`src/rtl/boot_overlay_pkg.sv`:
```
package boot_overlay_pkg;

  // One completed window access, reported in the cycle its end is seen.
  typedef struct packed {
    logic acc_done;   // win_ce_n returned high this cycle
    logic was_write;  // low-byte strobe seen during the access
    logic wr_bit;     // data bit captured with the strobe
  } acc_evt_t;

endpackage

```
`src/rtl/ovl_access_mon.sv`:
```
module ovl_access_mon
  import boot_overlay_pkg::*;
(
  input  logic     clk,
  input  logic     rst_n,
  input  logic     win_ce_n,
  input  logic     wr_lo_n,
  input  logic     wr_data,
  output acc_evt_t evt
);

  logic ce_q, ce_d;
  logic wr_seen_q, wr_seen_d;
  logic bit_q, bit_d;
  logic done;

  assign done = win_ce_n & ~ce_q;

  always_comb begin
    ce_d      = win_ce_n;
    wr_seen_d = wr_seen_q;
    bit_d     = bit_q;
    if (done) begin
      wr_seen_d = 1'b0;
      bit_d     = 1'b0;
    end else if (!win_ce_n && !wr_lo_n) begin
      wr_seen_d = 1'b1;
      bit_d     = wr_data;
    end
  end

  always_ff @(posedge clk or negedge rst_n) begin
    if (!rst_n) begin
      ce_q      <= 1'b1;
      wr_seen_q <= 1'b0;
      bit_q     <= 1'b0;
    end else begin
      ce_q      <= ce_d;
      wr_seen_q <= wr_seen_d;
      bit_q     <= bit_d;
    end
  end

  assign evt.acc_done  = done;
  assign evt.was_write = wr_seen_q;
  assign evt.wr_bit    = bit_q;

  // a strobe inside an access is remembered until that access ends
  assert_strobe_held_R4: assert property (@(posedge clk) disable iff (!rst_n)
    (!win_ce_n && !wr_lo_n) |=> (wr_seen_q || win_ce_n));

endmodule

```
`src/rtl/ovl_shift_chain.sv`:
```
module ovl_shift_chain
  import boot_overlay_pkg::*;
#(
  parameter int DEPTH        = 4,
  parameter int DLY_W        = $clog2(DEPTH),
  parameter bit USE_DATA_BIT = 1'b1
) (
  input  logic             clk,
  input  logic             rst_n,
  input  acc_evt_t         evt,
  input  logic [DLY_W-1:0] dly,
  output logic             sel_sram
);

  localparam int LAST = DEPTH - 1;

  logic [DEPTH-1:0] stage_q, stage_d, preload;
  logic             armed_q, armed_d;
  logic             load_en, shift_en, req_ok;

  assign req_ok   = USE_DATA_BIT ? evt.wr_bit : 1'b1;
  assign load_en  = evt.acc_done & evt.was_write & req_ok & ~stage_q[LAST];
  assign shift_en = evt.acc_done & ~load_en & armed_q;

  // Thermometer preload: the stages below DEPTH-1-dly start at 1.
  for (genvar i = 0; i < DEPTH; i++) begin : g_stage
    assign preload[i] = (i + int'(dly)) <= (DEPTH - 2);
    if (i == 0) begin : g_head
      assign stage_d[i] = load_en ? preload[i] : (shift_en ? 1'b1 : stage_q[i]);
    end else begin : g_body
      assign stage_d[i] = load_en ? preload[i] : (shift_en ? stage_q[i-1] : stage_q[i]);
    end
  end

  always_comb begin
    armed_d = armed_q | load_en;
  end

  always_ff @(posedge clk or negedge rst_n) begin
    if (!rst_n) begin
      stage_q <= '0;
      armed_q <= 1'b0;
    end else begin
      stage_q <= stage_d;
      armed_q <= armed_d;
    end
  end

  assign sel_sram = stage_q[LAST];

  // the swap is one-way until reset
  assert_swap_sticky_R7: assert property (@(posedge clk) disable iff (!rst_n)
    stage_q[LAST] |=> stage_q[LAST]);
  // without a completed access the chain holds
  assert_idle_hold_R10: assert property (@(posedge clk) disable iff (!rst_n)
    !evt.acc_done |=> $stable(stage_q));
  // no swap before a write has armed the chain
  assert_unarmed_boot_R3: assert property (@(posedge clk) disable iff (!rst_n)
    !armed_q |-> !stage_q[LAST]);
  // a shift always enters a 1 at the head
  assert_head_fill_R5: assert property (@(posedge clk) disable iff (!rst_n)
    shift_en |=> stage_q[0]);

endmodule

```
`src/rtl/ovl_window_gate.sv`:
```
module ovl_window_gate (
  input  logic clk,
  input  logic rst_raw_n,
  input  logic rst_sync_n,
  input  logic win_ce_n,
  input  logic sel_sram,
  output logic boot_ce_n,
  output logic sram_ce_n
);

  logic in_reset;

  assign in_reset  = ~rst_raw_n | ~rst_sync_n;
  assign boot_ce_n = win_ce_n | sel_sram;
  assign sram_ce_n = win_ce_n | ~sel_sram | in_reset;

  // never both memories at once
  assert_no_overlap_R9: assert property (@(posedge clk)
    boot_ce_n || sram_ce_n);
  // nothing enabled outside an access
  assert_idle_quiet_R9: assert property (@(posedge clk)
    win_ce_n |-> (boot_ce_n && sram_ce_n));
  // SRAM kept off during reset
  assert_sram_off_rst_R2: assert property (@(posedge clk)
    !rst_raw_n |-> sram_ce_n);

endmodule

```
`src/rtl/boot_overlay_switch.sv`:
```
module boot_overlay_switch
  import boot_overlay_pkg::*;
#(
  parameter int DEPTH        = 4,
  parameter int DLY_W        = $clog2(DEPTH),
  parameter bit USE_DATA_BIT = 1'b1
) (
  input  logic             clk,
  input  logic             sys_rst_n,
  input  logic             win_ce_n,
  input  logic             wr_lo_n,
  input  logic             wr_data,
  input  logic [DLY_W-1:0] delay_sel,
  output logic             boot_ce_n,
  output logic             sram_ce_n
);

  logic [1:0] rst_pipe_q;
  logic       rst_sync_n;
  logic       sel_sram;
  acc_evt_t   evt;

  always_ff @(posedge clk or negedge sys_rst_n) begin
    if (!sys_rst_n) rst_pipe_q <= 2'b00;
    else            rst_pipe_q <= {rst_pipe_q[0], 1'b1};
  end
  assign rst_sync_n = rst_pipe_q[1];

  ovl_access_mon u_mon (
    .clk      (clk),
    .rst_n    (rst_sync_n),
    .win_ce_n (win_ce_n),
    .wr_lo_n  (wr_lo_n),
    .wr_data  (wr_data),
    .evt      (evt)
  );

  ovl_shift_chain #(
    .DEPTH        (DEPTH),
    .DLY_W        (DLY_W),
    .USE_DATA_BIT (USE_DATA_BIT)
  ) u_chain (
    .clk      (clk),
    .rst_n    (rst_sync_n),
    .evt      (evt),
    .dly      (delay_sel),
    .sel_sram (sel_sram)
  );

  ovl_window_gate u_gate (
    .clk        (clk),
    .rst_raw_n  (sys_rst_n),
    .rst_sync_n (rst_sync_n),
    .win_ce_n   (win_ce_n),
    .sel_sram   (sel_sram),
    .boot_ce_n  (boot_ce_n),
    .sram_ce_n  (sram_ce_n)
  );

endmodule

```
`config.mk`:
```
export PLATFORM = sky130hd
export DESIGN_NAME = boot_overlay_switch
export DESIGN_NICKNAME = d
export VERILOG_FILES = /design/src/rtl/boot_overlay_pkg.sv /design/src/rtl/ovl_access_mon.sv /design/src/rtl/ovl_shift_chain.sv /design/src/rtl/ovl_window_gate.sv /design/src/rtl/boot_overlay_switch.sv
export SDC_FILE = /design/constraint.sdc
export NUM_CORES = 1
export LEC_CHECK = 0
export ABC_AREA = 1
export BUFFER_PORTS_ARGS = -buffer_cell sky130_fd_sc_hd__buf_4
export CAP_MARGIN = 0
export CORE_AREA = 2 2 39 41
export CTS_CLUSTER_SIZE = 10
export DETAILED_ROUTE_END_ITERATION = 12
export DIE_AREA = 0 0 41 43
export SLEW_MARGIN = 10
export SYNTH_ARGS = -nofsm -noshare
export SYNTH_HDL_FRONTEND = slang
export SYNTH_HIERARCHICAL = 1
export SYNTH_SLANG_ARGS = --single-unit
```
`constraint.sdc`:
```
create_clock -name clk -period 0.8 [get_ports clk]
set_input_delay 0.12 -clock clk [delete_from_list [all_inputs] [get_ports clk]]
set_output_delay 0.12 -clock clk [all_outputs]
set_load 0.02 [all_outputs]
```
# ---- After elaboration in Yosys (flattened, before gate mapping)
# Cells that the tools add are included.
dict set report op_classes {
  n_reduce_logical 5
  muxes 12
  add_sub_neg 3
  n_bitwise 16
  magnitude_cmp 4
}
# op count
set ops {}
lappend ops {{$le 32x3->1 const B} 3}
lappend ops {{$mux 1} 12}
lappend ops {{$add 2x2->3 const A} 2}
lappend ops {{$and 1x1->1} 6}
lappend ops {{$not 1->1} 5}
lappend ops {{$or 1x1->1} 5}
lappend ops {{$reduce_bool 2->1} 2}
lappend ops {{$add 1x2->3 const A} 1}
lappend ops {{$le 2x2->1 const B} 1}
lappend ops {{$logic_not 1->1} 2}
lappend ops {{$logic_and 1x1->1} 1}
dict set report totals {
  out_inout_bits 2
  word_cells 46
  input_bits 7
  ff_bits 10
}

# ---- Depth between registers and ports, before layout
dict set report depth {
  depth_word 10
  depth_mapped 11
  ltp_nobuf 10
}

# ---- Modules after synthesis
# The synthesis kept the hierarchy.
# mod cells_per_inst instances area_each_um2 seq_area_each_um2
set by_module_without_submodules {}
lappend by_module_without_submodules {ovl_shift_chain 35 1 294.0 125.1}
lappend by_module_without_submodules {ovl_access_mon 17 1 145.1 76.3}
lappend by_module_without_submodules {boot_overlay_switch 3 1 53.8 50.0}
lappend by_module_without_submodules {ovl_window_gate 6 1 25.0 0.0}

# ---- Worst setup path after synthesis
# No wires, ideal clock.
dict set report synth_path {
  kind {register -> register}
  start {register u_mon.ce_q}
  end {register u_chain.stage_q[1]}
  required_ps 735
  setup_ps 65
  period_less_slack_ps 1248
  path_slack_ps -448
  stages_incl_launch_ff 12
  arrival_ps 1183
  path_cell_list {dfstp_2 inv_1 nand2_1 inv_1 buf_4 inv_2 nor2_4 nand2_4 nand2_4 nand2_2 nand2_1 nand2_1}
}
dict set report synth_between {
  elab_chain_cells 9
  elab_cells_between_ends 10
  cone_classes {mux (1); bitwise (8); reduce/logical (1)}
}
# element line_no
set synth_rtl {}
lappend synth_rtl {{start: declaration} ovl_access_mon.sv:12} ;# logic ce_q, ce_d;
lappend synth_rtl {{start signal: assignment} ovl_access_mon.sv:34} ;# ce_q <= 1'b1;
lappend synth_rtl {{start signal: assignment} ovl_access_mon.sv:38} ;# ce_q <= ce_d;
lappend synth_rtl {{$not 1->1 *} ovl_access_mon.sv:17} ;# assign done = win_ce_n & ~ce_q;
lappend synth_rtl {{$and 1x1->1 *} ovl_access_mon.sv:17}
lappend synth_rtl {{named net u_mon.done} ovl_access_mon.sv:15} ;# logic done;
lappend synth_rtl {{$and 1x1->1 (3 in a row)} ovl_shift_chain.sv:22} ;# assign load_en = evt.acc_done & evt.was_write & req_ok & ~stage_q[LAST];
lappend synth_rtl {{$not 1->1} ovl_shift_chain.sv:23} ;# assign shift_en = evt.acc_done & ~load_en & armed_q;
lappend synth_rtl {{$and 1x1->1 (2 in a row)} ovl_shift_chain.sv:23}
lappend synth_rtl {{$reduce_bool 2->1 (no source line)} n/a}
lappend synth_rtl {{end signal: assignment} ovl_shift_chain.sv:44} ;# stage_q <= stage_d;
lappend synth_rtl {{end: declaration} ovl_shift_chain.sv:17} ;# logic [DEPTH-1:0] stage_q, stage_d, preload;
# The timed path passes the listed nets; every way through them passes the cells marked *.
# A chain may end at the register's enable or synchronous reset.

==> metrics.md <==
| Metric | Value |
|---|---|
| Layout overhead on the synthesized area | 43.2% |
| Number of I/O pins | 9 |
| Number of port buffers | 8 |
| Req. time, crit path | 1.00 ns |
| Run status | complete, but fails checks |
| Die Outline Area | between 0.0015 and 0.002 mm^2 |
| Failing checks | negative setup slack |
| Class of the worst hold path | in -> reg |
| Synthesized Nets | 68 |
| Category of the critical setup timing path | reg -> reg |
| Register share of total power | 0.445 |
| Number of max-slew violations in the final report | 0 |
| Logic pwr share | 0.211 |
| Share of total power consumed by net switching | 0.262 |
| CP startpoint kind | flop |
| Layout net count | 90 |
| Post-DR vias/cell | 4.18 |
| Highest fanout seen on the critical path | 5 |
| Overall routing resource usage | 0.127 |
| Fillcell total | 131 |
| Leading post-synthesis cells by cell area | dfrtp_1 (43%), nand2_1 (16%), dfstp_2 (5.1%) |
| Core footprint | roughly 0.0014 mm^2 |
| Maximum root-to-sink buffer count | 2 |
| Syn_area_per_cell | 8.49 um^2 |
| Number of DRC violations after detailed-routing iteration 0 | 12 |
| Clock input transition at the sequential cells of the worst setup and hold paths | 0.07 ns |
| Count of mapped cells out of synthesis | 61 |
| Detailed placement HPWL | about 650 um |
| Number of sinks handled by clock tree synthesis | 10 |
| Die width | 41 um |
| Clock buffer count from CTS | 3 |
| Maximum achievable frequency | 862 MHz |
| Endpoints failing hold | 0 |
| Number of distinct standard cells referenced by the synthesized netlist | 17 |
| Clk_lat worst skew | 0.26 ns |
| Post-route clock period utilization | 1.45 |
| Clock skew after layout | 0.00261 ns |
| Area used by sequential logic in the layout | ~250 um^2 |
| Commonest non-fill, non-tap cell in the layout | nand2_1 |
| RSZ-0062 raised after global routing | yes |
| Post-synth top area share | 0.435 |
| Max rail drop VDD | around 0.00097 V |
| Leftover overflow at the end of global routing | 0 |
| Initial antenna violation count | 0 |
| Sequential element share of the synthesized area | 0.486 |
| Count of unresolved DRC violations after routing | 0 |
| Clock group share of total power | 0.345 |
| Post-route ant nets | 0 |
| Internal Pwr Total | 0.000978 W |
| Wirelength, routed | approximately 910 um |
| Weighted congestion at the end of routability-driven global placement | 0.709 |
| Post-synthesis instance area | 518 um^2 |
| Clock tree from TritonCTS | done |
| Number of rows created at floorplan | 14 |
| Leakage power figure | 0.408 nW |
| Min Clock Period, post-route | 1.16 ns |
| Number of placed instances with taps included | slightly below 90 |
| Number of detailed-route iterations in the first pass | 4 |
| Area occupied by multi-input gates | about 220 um^2 |
| Post-synthesis cell type with the largest combined area | dfrtp_1 |
| Via count | between 400 and 500 |
| Pin count of the biggest net entering global routing | 9 |
| Via count of the first global-routing pass | 379 |
| First-pass GRT wire length | 1.44 mm |
| Switching power summed over all nets | 0.000347 W |
| Kind of end point of the critical path | flop |
| Cell at the root of the clock tree | clkbuf_4 |
| Vertical die dimension | approximately 43 um |
| Maxcap violations | 0 |
| Setup-violating endpoint count in the final report | 9 |
| Commonest cells after routing, fill and taps aside | nand2_1 (20), buf_4 (16), dfrtp_1 (8) |
| End-of-flow core utilization | 0.536 |
| H-Tree Depth | 1 |
| Initial standard-cell utilization of the core | 0.374 |
| Filler-free cell count of the finished design | 98 |
| Count of warnings emitted by yosys | 6 |
| Share of cells above drive strength 1 | 0.500 |
| Pwr per Cell Area | 1790 mW/mm^2 |
| Flops & latches, synth | 10 |
| Antenna fix cells | 0 |
| CP arrival | 1.36 ns |
| Average wire length per cell after detail routing | 9.28 um |
| Final worst setup slack | -0.360 ns |
repair_timing:
action / in CTS / in global routing
hold buffers: 1 / 0
pin swaps: 3 / 1
setup buffers: 2 / 2
endpoints found under the hold margin: 2 / 0
setup endpoints to repair: 9 / 9
resized for setup: 6 / 2
critical path: stages (launching register included):
cell and delay, ns:
dfstp_2 0.53, inv_2 0.03, nand2_2 0.07, inv_2 0.05, inv_4 0.05, nor2_4 0.04
nand2_4 0.08, nand2_4 0.07, nand2_4 0.07, nand2_1 0.05, nand2_1 0.06
metrics by stage:
stage                     setup TNS (ns)  power [W]  setup slack, ns  hold slack [ns]  cell area (um^2)
after floorplan                    -2.13   0.000752           -0.438           -0.176               538
after global placement             -2.10   0.000829           -0.378          -0.0934               644
after detailed placement           -2.16   0.000832           -0.393          -0.0923               644
after CTS                          -2.63    0.00133           -0.368           0.0752               719
after global routing               -3.34    0.00140           -0.435           0.0828               742
final                              -2.71    0.00133           -0.360           0.0807               742
layer usage:
layer | vias up | part of all wire | global-route usage
met1 | 183 | 0.48 | 0.164
met2 | 4 | 0.48 | 0.163
met5 | - | 0 | 0
li1 | 223 | - | -
met4 | 0 | 0 | 0.100
met3 | 0 | 0.035 | 0.0471
flip-flops by register name, indices dropped and copies added (netlist names):
register,count
u_chain/stage_q,4
rst_pipe_q,2
u_chain/armed_q,1
u_mon/bit_q,1
u_mon/ce_q,1
u_mon/wr_seen_q,1
power groups by stage:
stage                     Sequential [W]  Clock, W  Combinational (W)
after floorplan                 0.000603         0           0.000149
after global placement          0.000606         0           0.000223
after detailed placement        0.000605         0           0.000227
after CTS                       0.000588  0.000477           0.000269
after global routing            0.000594  0.000502           0.000309
final                           0.000589  0.000457           0.000279
layout make-up:
type / instances / area share
Clock buffer: 4 / 0.0489
Inverter: 9 / 0.0675
Multi-Input combinational cell: 39 / 0.295
Sequential cell: 10 / 0.341
Tap cell: 16 / 0.0270
Timing Repair Buffer: 20 / 0.221
cell families (layout without fill, tap and decap cells):
kind of cell / Yosys count / in the layout / synth area share
simple gates: 37 / 37 / 0.355
buf+inv: 12 / 33 / 0.135
flops: 10 / 10 / 0.486
compound gates: 1 / 1 / 0.0169
other cells: 1 / 1 / 0.00724
synthesized netlist by cell type:
| library cell | n |
|---|---|
| or2_1 | 1 |
| inv_1 | 6 |
| inv_2 | 2 |
| dfstp_2 | 1 |
| nand4_1 | 1 |
| nand3b_1 | 2 |
| buf_4 | 3 |
| dfrtp_1 | 9 |
| nor2_1 | 2 |
| nand3_1 | 4 |
| nand2_2 | 2 |
| conb_1 | 1 |
| nand2_4 | 2 |
| bufinv_8 | 1 |
| a21oi_2 | 1 |
| nor2_4 | 1 |
| nand2_1 | 22 |
path summary, 6_finish.rpt:
| path | depth (start not counted) | end | from | slack [ns] |
|---|---|---|---|---|
| setup / recovery | 10 | u_chain/stage_q[2]$_DFFE_PN0P_ | u_mon/ce_q$_DFF_PN1_ | -0.36 |
| hold / removal | 3 | u_mon/bit_q$_DFFE_PN0P_ | wr_data | 0.08 |
| setup reg to reg | 10 | u_chain/stage_q[2]$_DFFE_PN0P_ | u_mon/ce_q$_DFF_PN1_ | -0.36 |
| hold reg to reg | 1 | u_mon/bit_q$_DFFE_PN0P_ | rst_pipe_q[1]$_DFF_PN0_ | 0.17 |
| max in group asynchronous | 1 | u_mon/ce_q$_DFF_PN1_ | rst_pipe_q[1]$_DFF_PN0_ | 0.42 |
| min in group asynchronous | 2 | rst_pipe_q[0]$_DFF_PN0_ | sys_rst_n | 0.17 |
Power figures use the tool's default switching activity.
